[src/rtl/i2c_am_pkg.sv]
package i2c_am_pkg;
  typedef enum logic {
    MODE_7B  = 1'b0,
    MODE_10B = 1'b1
  } addr_mode_e;
endpackage

[src/rtl/i2c_am_reg.sv]
module i2c_am_reg #(
  parameter int          DW      = 8,
  parameter logic [DW-1:0] RST_VAL = '0
) (
  input  logic          clk_i,
  input  logic          rst_ni,
  input  logic          wr_i,
  input  logic [DW-1:0] wdata_i,
  input  logic          rbw_wr_i,
  input  logic          rbw_i,
  output logic [DW-1:0] q_o
);
  always_ff @(posedge clk_i or negedge rst_ni) begin
    if (!rst_ni)       q_o <= RST_VAL;
    else if (wr_i)     q_o <= wdata_i;
    else if (rbw_wr_i) q_o[0] <= rbw_i;
  end
endmodule

[src/rtl/i2c_am_cmp.sv]
module i2c_am_cmp
  import i2c_am_pkg::*;
#(
  parameter int DW = 8
) (
  input  logic          [DW-1:0] rx_i,
  input  logic          [DW-1:0] ref_i,
  input  addr_mode_e             mode_i,
  output logic                   hit_o
);
  logic [DW-1:0] eq;

  for (genvar b = 0; b < DW; b++) begin : g_bit
    if (b == 0) begin : g_rbw
      // direction bit is an address bit only in the 10-bit format
      assign eq[b] = (mode_i == MODE_7B) || (rx_i[b] == ref_i[b]);
    end else begin : g_addr
      assign eq[b] = (rx_i[b] == ref_i[b]);
    end
  end

  assign hit_o = &eq;
endmodule

[src/rtl/i2c_am_flag.sv]
module i2c_am_flag (
  input  logic clk_i,
  input  logic rst_ni,
  input  logic cmp_en_i,
  input  logic hit_i,
  input  logic dir_bit_i,
  input  logic clr_i,
  output logic aas_o,
  output logic dir_o
);
  always_ff @(posedge clk_i or negedge rst_ni) begin
    if (!rst_ni) begin
      aas_o <= 1'b0;
      dir_o <= 1'b0;
    end else if (clr_i) begin
      aas_o <= 1'b0;
      dir_o <= 1'b0;
    end else if (cmp_en_i) begin
      aas_o <= hit_i;
      dir_o <= hit_i & dir_bit_i;
    end
  end
endmodule

[src/rtl/i2c_addr_match.sv]
module i2c_addr_match
  import i2c_am_pkg::*;
#(
  parameter int            DW       = 8,
  parameter logic [DW-1:0] RST_ADDR = '0
) (
  input  logic          clk_i,
  input  logic          rst_ni,
  input  logic          byte_vld_i,
  input  logic [DW-1:0] byte_i,
  input  logic          first_byte_i,
  input  logic          stop_i,
  input  logic          mode10_i,
  input  logic          reg_wr_i,
  input  logic [DW-1:0] reg_wdata_i,
  input  logic          rbw_wr_i,
  input  logic          rbw_i,
  output logic [DW-1:0] addr_reg_o,
  output logic          aas_o,
  output logic          dir_o
);
  logic       hit;
  logic       cmp_en;
  addr_mode_e mode;

  assign mode   = mode10_i ? MODE_10B : MODE_7B;
  assign cmp_en = byte_vld_i & first_byte_i;

  i2c_am_reg #(.DW(DW), .RST_VAL(RST_ADDR)) u_reg (
    .clk_i    (clk_i),
    .rst_ni   (rst_ni),
    .wr_i     (reg_wr_i),
    .wdata_i  (reg_wdata_i),
    .rbw_wr_i (rbw_wr_i),
    .rbw_i    (rbw_i),
    .q_o      (addr_reg_o)
  );

  i2c_am_cmp #(.DW(DW)) u_cmp (
    .rx_i   (byte_i),
    .ref_i  (addr_reg_o),
    .mode_i (mode),
    .hit_o  (hit)
  );

  i2c_am_flag u_flag (
    .clk_i     (clk_i),
    .rst_ni    (rst_ni),
    .cmp_en_i  (cmp_en),
    .hit_i     (hit),
    .dir_bit_i (byte_i[0]),
    .clr_i     (stop_i),
    .aas_o     (aas_o),
    .dir_o     (dir_o)
  );
endmodule

[config.mk]
export PLATFORM = sky130hd
export DESIGN_NAME = i2c_addr_match
export DESIGN_NICKNAME = d
export VERILOG_FILES = /design/src/rtl/i2c_am_pkg.sv /design/src/rtl/i2c_am_reg.sv /design/src/rtl/i2c_am_cmp.sv /design/src/rtl/i2c_am_flag.sv /design/src/rtl/i2c_addr_match.sv
export SDC_FILE = /design/constraint.sdc
export NUM_CORES = 1
export LEC_CHECK = 0
export BUFFER_PORTS_ARGS = -buffer_cell sky130_fd_sc_hd__buf_4
export CAP_MARGIN = 20
export CORE_UTILIZATION = 27
export DETAILED_ROUTE_END_ITERATION = 10
export GPL_ROUTABILITY_DRIVEN = 0
export SLEW_MARGIN = 20
export SYNTH_ARGS = -nofsm -noshare
export SYNTH_HDL_FRONTEND = slang
export SYNTH_HIERARCHICAL = 1
export SYNTH_SLANG_ARGS = --single-unit
[constraint.sdc]
create_clock -name clk_i -period 1.05 [get_ports clk_i]
set_input_delay 0.105 -clock clk_i [delete_from_list [all_inputs] [get_ports clk_i]]
set_output_delay 0.105 -clock clk_i [all_outputs]
set_load 0.01 [all_outputs]
==> flow_summary_export.csv, run 1 <==
group,metric,value,unit
layout,stdcell_count,110,
global_route,grt_pass1_vias,450,
cts,cts_max_level,1,
worst_setup_path,cp_slowest_cell,"dfrtp_1",
synthesis,netlist.area_leader.share,48.2,%
layout,num-nets-final,112,
synthesis,async_flop_share,100,%
synthesis,syn-num-nets,63,
cts,clk_latency,0.26,ns
synthesis,synthTopCellsByCount,"dfrtp_1, mux2_4, xnor2_1",
placement,port_buffers,34,
worst_setup_path,critPathMaxFanout,2,
route,drc,0,
floorplanning,io_pins,35,
route,dr.pass1.iters,2,
sta,drv_slew,0,
cts,cts.sinks,10,
sta,post-route-min-period,1.22,ns
floorplanning,start_util,29.4,%
placement,place_inst,104,
pwr,powerDensity,1100,nW/um^2
floorplanning,num_rows,15,
min_path,worst_hold_path_type,"input port to flip-flop",
worst_setup_path,endpoint_kind,"flip-flop",
sta,rsz0062_at_grt,"yes",
floorplanning,fp.dieH,45.9,um
sta,holdWs,0.0558,ns
worst_setup_path,cp.required,1.24,ns
flow_run,max_cap_viol_count,0,
layout,fillCellCount,172,
cts,cts-root-buf,"clkbuf_4",
synthesis,synthTopCellsByArea,"dfrtp_1, mux2_4, xnor2_1, mux2i_1, a211oi_2",
synthesis,synth.most_common_cell,"dfrtp_1",
route,drtIter0Drc,2,
synthesis,netlist-cell-type-count,15,
worst_setup_path,worstSetupPathType,"flip-flop to flip-flop",
synthesis,synth_ff_type,"dfrtp_1",
global_route,grt-ovfl-total,0,
worst_setup_path,cp-start-kind,"flip-flop",
synthesis,netlist_instances,38,
synthesis,synth_edf_count,0,
cts,cts.clk_slew.worst_paths,0.07,ns
global_route,antenna_found_initial,0,
route,ant_nets,0,
sta,skew,0.00745,ns
route,finalWirelength,1180,um
worst_setup_path,critPathTopFamily,"flip-flops",
sta,fin_crit_sh,116,%
layout,drive_above_1_share,64.7,%
layout,post-route-util,53.4,%
global_route,grt_max_degree,11,
synthesis,syn_area,519,um^2
outcome,status,"finished, violations left",
synthesis,avgSynthCellArea,13.7,um^2
placement,dp.final_hpwl,944,um
pwr,leakagePower,0.462,nW
floorplanning,coreArea,1760,um^2
cts,cts_tree,"built",
floorplanning,die-area,2100,um^2
sta,worst_slack,-0.170,ns
synthesis,seq_area_frac_synth,48.2,%
placement,pre_cts_ws,-0.151,ns
synthesis,yosysTopAreaCell,"dfrtp_1",
floorplanning,fp.dieW,45.9,um
worst_setup_path,path_cells,"xnor2_1 -> nand4_1 -> a211oi_2 -> nand3_1 -> a21oi_2",
cts,numCtsBuffers,3,
sta,setup_violations,3,
global_route,track_usage,12.5,%
worst_setup_path,cp_num_buf_inv,0,
sta,timing.fmax,0.819,GHz
synthesis,ys_ff_latch,10,
synthesis,yosysWarnings,6,
sta,worst-slew-pin-transition,0.202,ns
cts,clockBufferDepth,2,
route,viasPerCell,4.20,
route,wl_per_cell,10.7,um
worst_setup_path,r2r_setup_slack,-0.17,ns
sta,maxSlewHeadroom,86.5,%
worst_setup_path,slowest_delay,0.39,ns
layout,area_growth,81.4,%
pwr,ir_drop,666,uV
route,vias,462,
layout,antenna_cells,0,
sta,finalHoldViolations,0,
global_route,grt_pass1_wl,1790,um
worst_setup_path,cp.arrival,1.41,ns
pwr,totalPowerFinal,0.00104,W
outcome,violations,"negative setup slack",
## flip-flops by register name, indices dropped and copies added, names as in the netlist
name / flops
u_flag/dir_o: 1
u_reg/q_o: 8
u_flag/aas_o: 1
## cell type report
| type | count | area [um^2] | share of cell area [%] |
|---|---|---|---|
| Timing Repair Buffer | 45 | 380 | 40.4 |
| Multi-Input combinational cell | 27 | 258 | 27.4 |
| Sequential cell | 10 | 250 | 26.6 |
| Tap cell | 25 | 31.3 | 3.32 |
| Clock buffer | 3 | 22.5 | 2.39 |
## worst register-to-register path, delay by kind of cell (launching register included)
family,cells,cell delay [ns]
flip-flops,1,0.39
AO/OA/AOI/OAI,2,0.36
AND/OR/NAND/NOR,2,0.24
XOR/XNOR,1,0.15
## cells by family (layout without fill, tap and decap cells)
family,count (synthesis),in the layout,share of synthesized area (%)
AOI/OAI and AO/OA,3,3,5.06
xor gates and xnor gates,8,8,13.5
buffers and inverters,1,48,2.17
DFF,10,10,48.2
muxes,9,9,24.1
and+or+nand+nor,7,7,6.99
## final timing paths
check,depth (start not counted),endpoint,from
max in group asynchronous,2,u_reg/q_o[1],rst_ni
hold / removal,3,u_reg/q_o[0],reg_wdata_i[0]
setup reg to reg,5,u_flag/dir_o,u_reg/q_o[1]
setup / recovery,5,u_flag/dir_o,u_reg/q_o[1]
hold reg to reg,2,u_flag/aas_o,u_flag/aas_o
min in group asynchronous,2,u_reg/q_o[3],rst_ni
## metrics by stage
| stage | instance area, um^2 | setup TNS (ns) |
|---|---|---|
| CTS | 912 | -0.337 |
| global route | 942 | -0.613 |
| global placement | 855 | -0.199 |
| finish | 942 | -0.353 |
| detailed placement | 855 | -0.252 |
| floorplan | 519 | -0.187 |
## per-layer routing
layer	share of wire [%]	track usage (%)
met4	0	7.06
met5	0	0
met2	50	18.9
met3	8.0	3.17
met1	42	16.1
## power breakdown
| part | switching [W] | internal (W) | total (W) | leakage, nW |
|---|---|---|---|---|
| clock | 0.000120 | 0.000132 | 0.000252 | 0.0138 |
| sequential | 0.0000242 | 0.000416 | 0.000441 | 0.122 |
| combinational | 0.000108 | 0.000237 | 0.000345 | 0.327 |
## placed cells by master (no fill, tap or decap), drive strengths merged
cell and count:
dlygate4sd3 2, and2 1, clkbuf 3, mux2i 2
xnor2 7, a211oi 1, nand2b 1, a21oi 1
nand3 2, mux2 7, dfrtp 10, o21ai 1
nand2 1, nand4 1, buf 43, xor2 1
nor2 1
## repair_timing
| item | 4_1_cts | 5_1_grt |
|---|---|---|
| gates resized for setup | 2 | 9 |
| hold endpoints to repair | 12 | 0 |
| hold buffers | 2 | 0 |
| endpoints found under the setup margin | 2 | 10 |
| pin swaps | 3 | 4 |
| buffers inserted | 1 | 3 |
(Power assumes the default switching activity.)
==> run 2: changes to the inputs <==
- ABC_AREA: default -> 1
==> run 2 against run 1 <==
  * Total power decreased by 3.2%
  * Synthesized cell count increased by 150%
  * Die area grew 12%
  * Synthesized area up 13%
  * Largest cell class unchanged
  * Largest power group unchanged
  * Sequential cell count unchanged
  * The flow still finishes with violations (negative setup slack)
  * Highest routed layer unchanged
  * Register-to-register slack better by 0.16 ns
==> flow_summary_export.csv, run 2 <==
group,metric,value,unit
floorplanning,num_rows,16,
cts,cts_tree,"built",
outcome,status,"finished, violations left",
floorplanning,die-area,2360,um^2
floorplanning,io_pins,35,
cts,cts.sinks,10,
placement,port_buffers,34,
route,drc,0,
pwr,ir_drop,560,uV
global_route,grt_pass1_wl,2370,um
worst_setup_path,r2r_setup_slack,-0.01,ns
worst_setup_path,cp.required,1.25,ns
sta,worst_slack,-0.0103,ns
synthesis,syn_area,586,um^2
flow_run,max_cap_viol_count,0,
outcome,violations,"negative setup slack",
cts,clockBufferDepth,2,
synthesis,async_flop_share,100,%
pwr,totalPowerFinal,0.00100,W
floorplanning,fp.dieH,48.6,um
floorplanning,start_util,29.3,%
global_route,antenna_found_initial,0,
pwr,leakagePower,0.619,nW
placement,placed_area,908,um^2
route,ant_nets,0,
synthesis,netlist-cell-type-count,10,
pwr,power_frac_clock,25.7,%
sta,worst-slew-pin-transition,0.147,ns
cts,cts-root-buf,"clkbuf_4",
route,highest_layer,"met3",
cts,numCtsBuffers,3,
synthesis,synthTopCellsByArea,"dfrtp_1, nand2_1, inv_1, nor2_1, buf_6",
sta,drv_slew,0,
worst_setup_path,cp.arrival,1.26,ns
min_path,min_from,"reg_wdata_i[4]",
route,wl_per_cell,8.19,um
global_route,grt-ovfl-total,0,
sta,skew,0.000683,ns
sta,rsz0062_at_grt,"yes",
route,vias,660,
sta,fin_crit_sh,101,%
synthesis,synth_edf_count,0,
synthesis,synth_ff_type,"dfrtp_1",
min_path,worst_hold_path_type,"input port to flip-flop",
layout,layout_common_cells,"nand2_1, buf_4, inv_1",
layout,top_register,"u_reg/q_o",
global_route,grt_max_degree,11,
layout,stdcell_count,166,
synthesis,netlist.area_leader.share,42.7,%
sta,timing.fmax,0.943,GHz
layout,num-nets-final,166,
sta,holdWs,0.0426,ns
synthesis,yosysWarnings,6,
synthesis,synthTopCellsByCount,"nand2_1, inv_1, nor2_1",
floorplanning,coreArea,2000,um^2
sta,post-route-min-period,1.06,ns
placement,dp.final_hpwl,1050,um
pwr,swShare,27.7,%
worst_setup_path,crit_start,"u_reg/q_o[3]",
floorplanning,fp.dieW,48.6,um
synthesis,avgSynthCellArea,6.23,um^2
synthesis,yosysTopAreaCell,"dfrtp_1",
worst_setup_path,worstSetupPathType,"flip-flop to flip-flop",
pwr,p_int,0.000726,W
layout,drive_above_1_share,34.5,%
pwr,p_comb_share,30.8,%
sta,tns,-0.0103,ns
layout,fin_area,982,um^2
route,finalWirelength,1360,um
pwr,p_switching,0.000279,W
layout,largest_register_ffs,8,
synthesis,syn-num-nets,119,
route,drtIter0Drc,9,
worst_setup_path,cp-start-kind,"flip-flop",
synthesis,synth.most_common_cell,"nand2_1",
worst_setup_path,rr_startpoint,"u_reg/q_o[3]",
worst_setup_path,endpoint_kind,"flip-flop",
sta,maxSlewHeadroom,90.2,%
pwr,seq_power_share,43.5,%
placement,place_inst,160,
global_route,grt_pass1_vias,597,
layout,top_regs,"u_reg/q_o x8, u_flag/aas_o x1, u_flag/dir_o x1",
cts,cts.clk_slew.worst_paths,0.06,ns
synthesis,ys_ff_latch,10,
cts,cts_max_level,1,
layout,antenna_cells,0,
layout,area_growth,67.7,%
pwr,powerDensity,1020,nW/um^2
route,wl_met2,660,um
synthesis,netlist_instances,94,
route,wl_met1,574,um
cts,clk_latency,0.26,ns
worst_setup_path,critPathMaxFanout,3,
route,route.met3.wl,126,um
route,dr.pass1.iters,4,
sta,finalHoldViolations,0,
layout,layout_commonest_cell,"nand2_1",
route,viasPerCell,3.98,
global_route,track_usage,12.8,%
sta,setup_violations,1,
synthesis,seq_area_frac_synth,42.7,%
run 2: logic make-up after synthesis:
| group | count (synthesis) | share of synthesized area (%) |
|---|---|---|
| buffers and inverters | 18 | 12.8 |
| DFF | 10 | 42.7 |
| and+or+nand+nor | 66 | 44.4 |
run 2: worst max-delay path, stage by stage, from the launching register on:
cell and delay, ns:
dfrtp_1 0.39, nor2_1 0.10, nor2_1 0.06, nor2_1 0.10, nand2_1 0.06, nor2_1 0.13
nand4_1 0.10, nand2_1 0.06
run 2: power by group through the flow:
stage | registers [W] | logic, W | clock network, W
3_5_place_dp | 0.000442 | 0.000281 | 0
2_1_floorplan | 0.000458 | 0.0000964 | 0
4_1_cts | 0.000434 | 0.000291 | 0.000270
3_3_place_gp | 0.000441 | 0.000278 | 0
5_1_grt | 0.000442 | 0.000347 | 0.000284
6_report | 0.000437 | 0.000310 | 0.000258
run 2: cell type report:
cell class                 instances  area, um^2
fill                             208        1020
tap                               27        33.8
clock buffer                       3        22.5
timing repair buffer              43         352
inverter                          17        63.8
multi-input combinational         66         260
sequential                        10         250
run 2: layer usage:
metal	up-vias	global-route usage, %
met2	27	20.9
li1	361	-
met3	0	4.09
met4	0	4.41
met1	272	15.7
met5	-	0
run 2: timing repair:
| item | in CTS | in global routing |
|---|---|---|
| endpoints found under the hold margin | 10 | 0 |
| resized for setup | 0 | 7 |
| setup endpoints to repair | 1 | 9 |
| setup buffers | 1 | 1 |
| hold buffers | 1 | 0 |
| pin swaps | 5 | 1 |
run 2: path summary, 6_finish.rpt:
| kind | cells after the start | to |
|---|---|---|
| min reg2reg | 2 | u_flag/aas_o |
| max reg2reg | 7 | u_flag/dir_o |
| max in group asynchronous | 2 | u_flag/aas_o |
| max | 7 | u_flag/dir_o |
| min | 3 | u_reg/q_o[4] |
| min in group asynchronous | 2 | u_reg/q_o[3] |
run 2: stage by stage:
stage / utilization, % / setup slack [ns]
6_report: 49.1 / -0.0103
5_1_grt: 49.1 / -0.0987
4_1_cts: 47.4 / 0.00375
3_5_place_dp: 45.4 / 0.00672
3_3_place_gp: 45.4 / 0.0177
2_1_floorplan: - / 0.0312
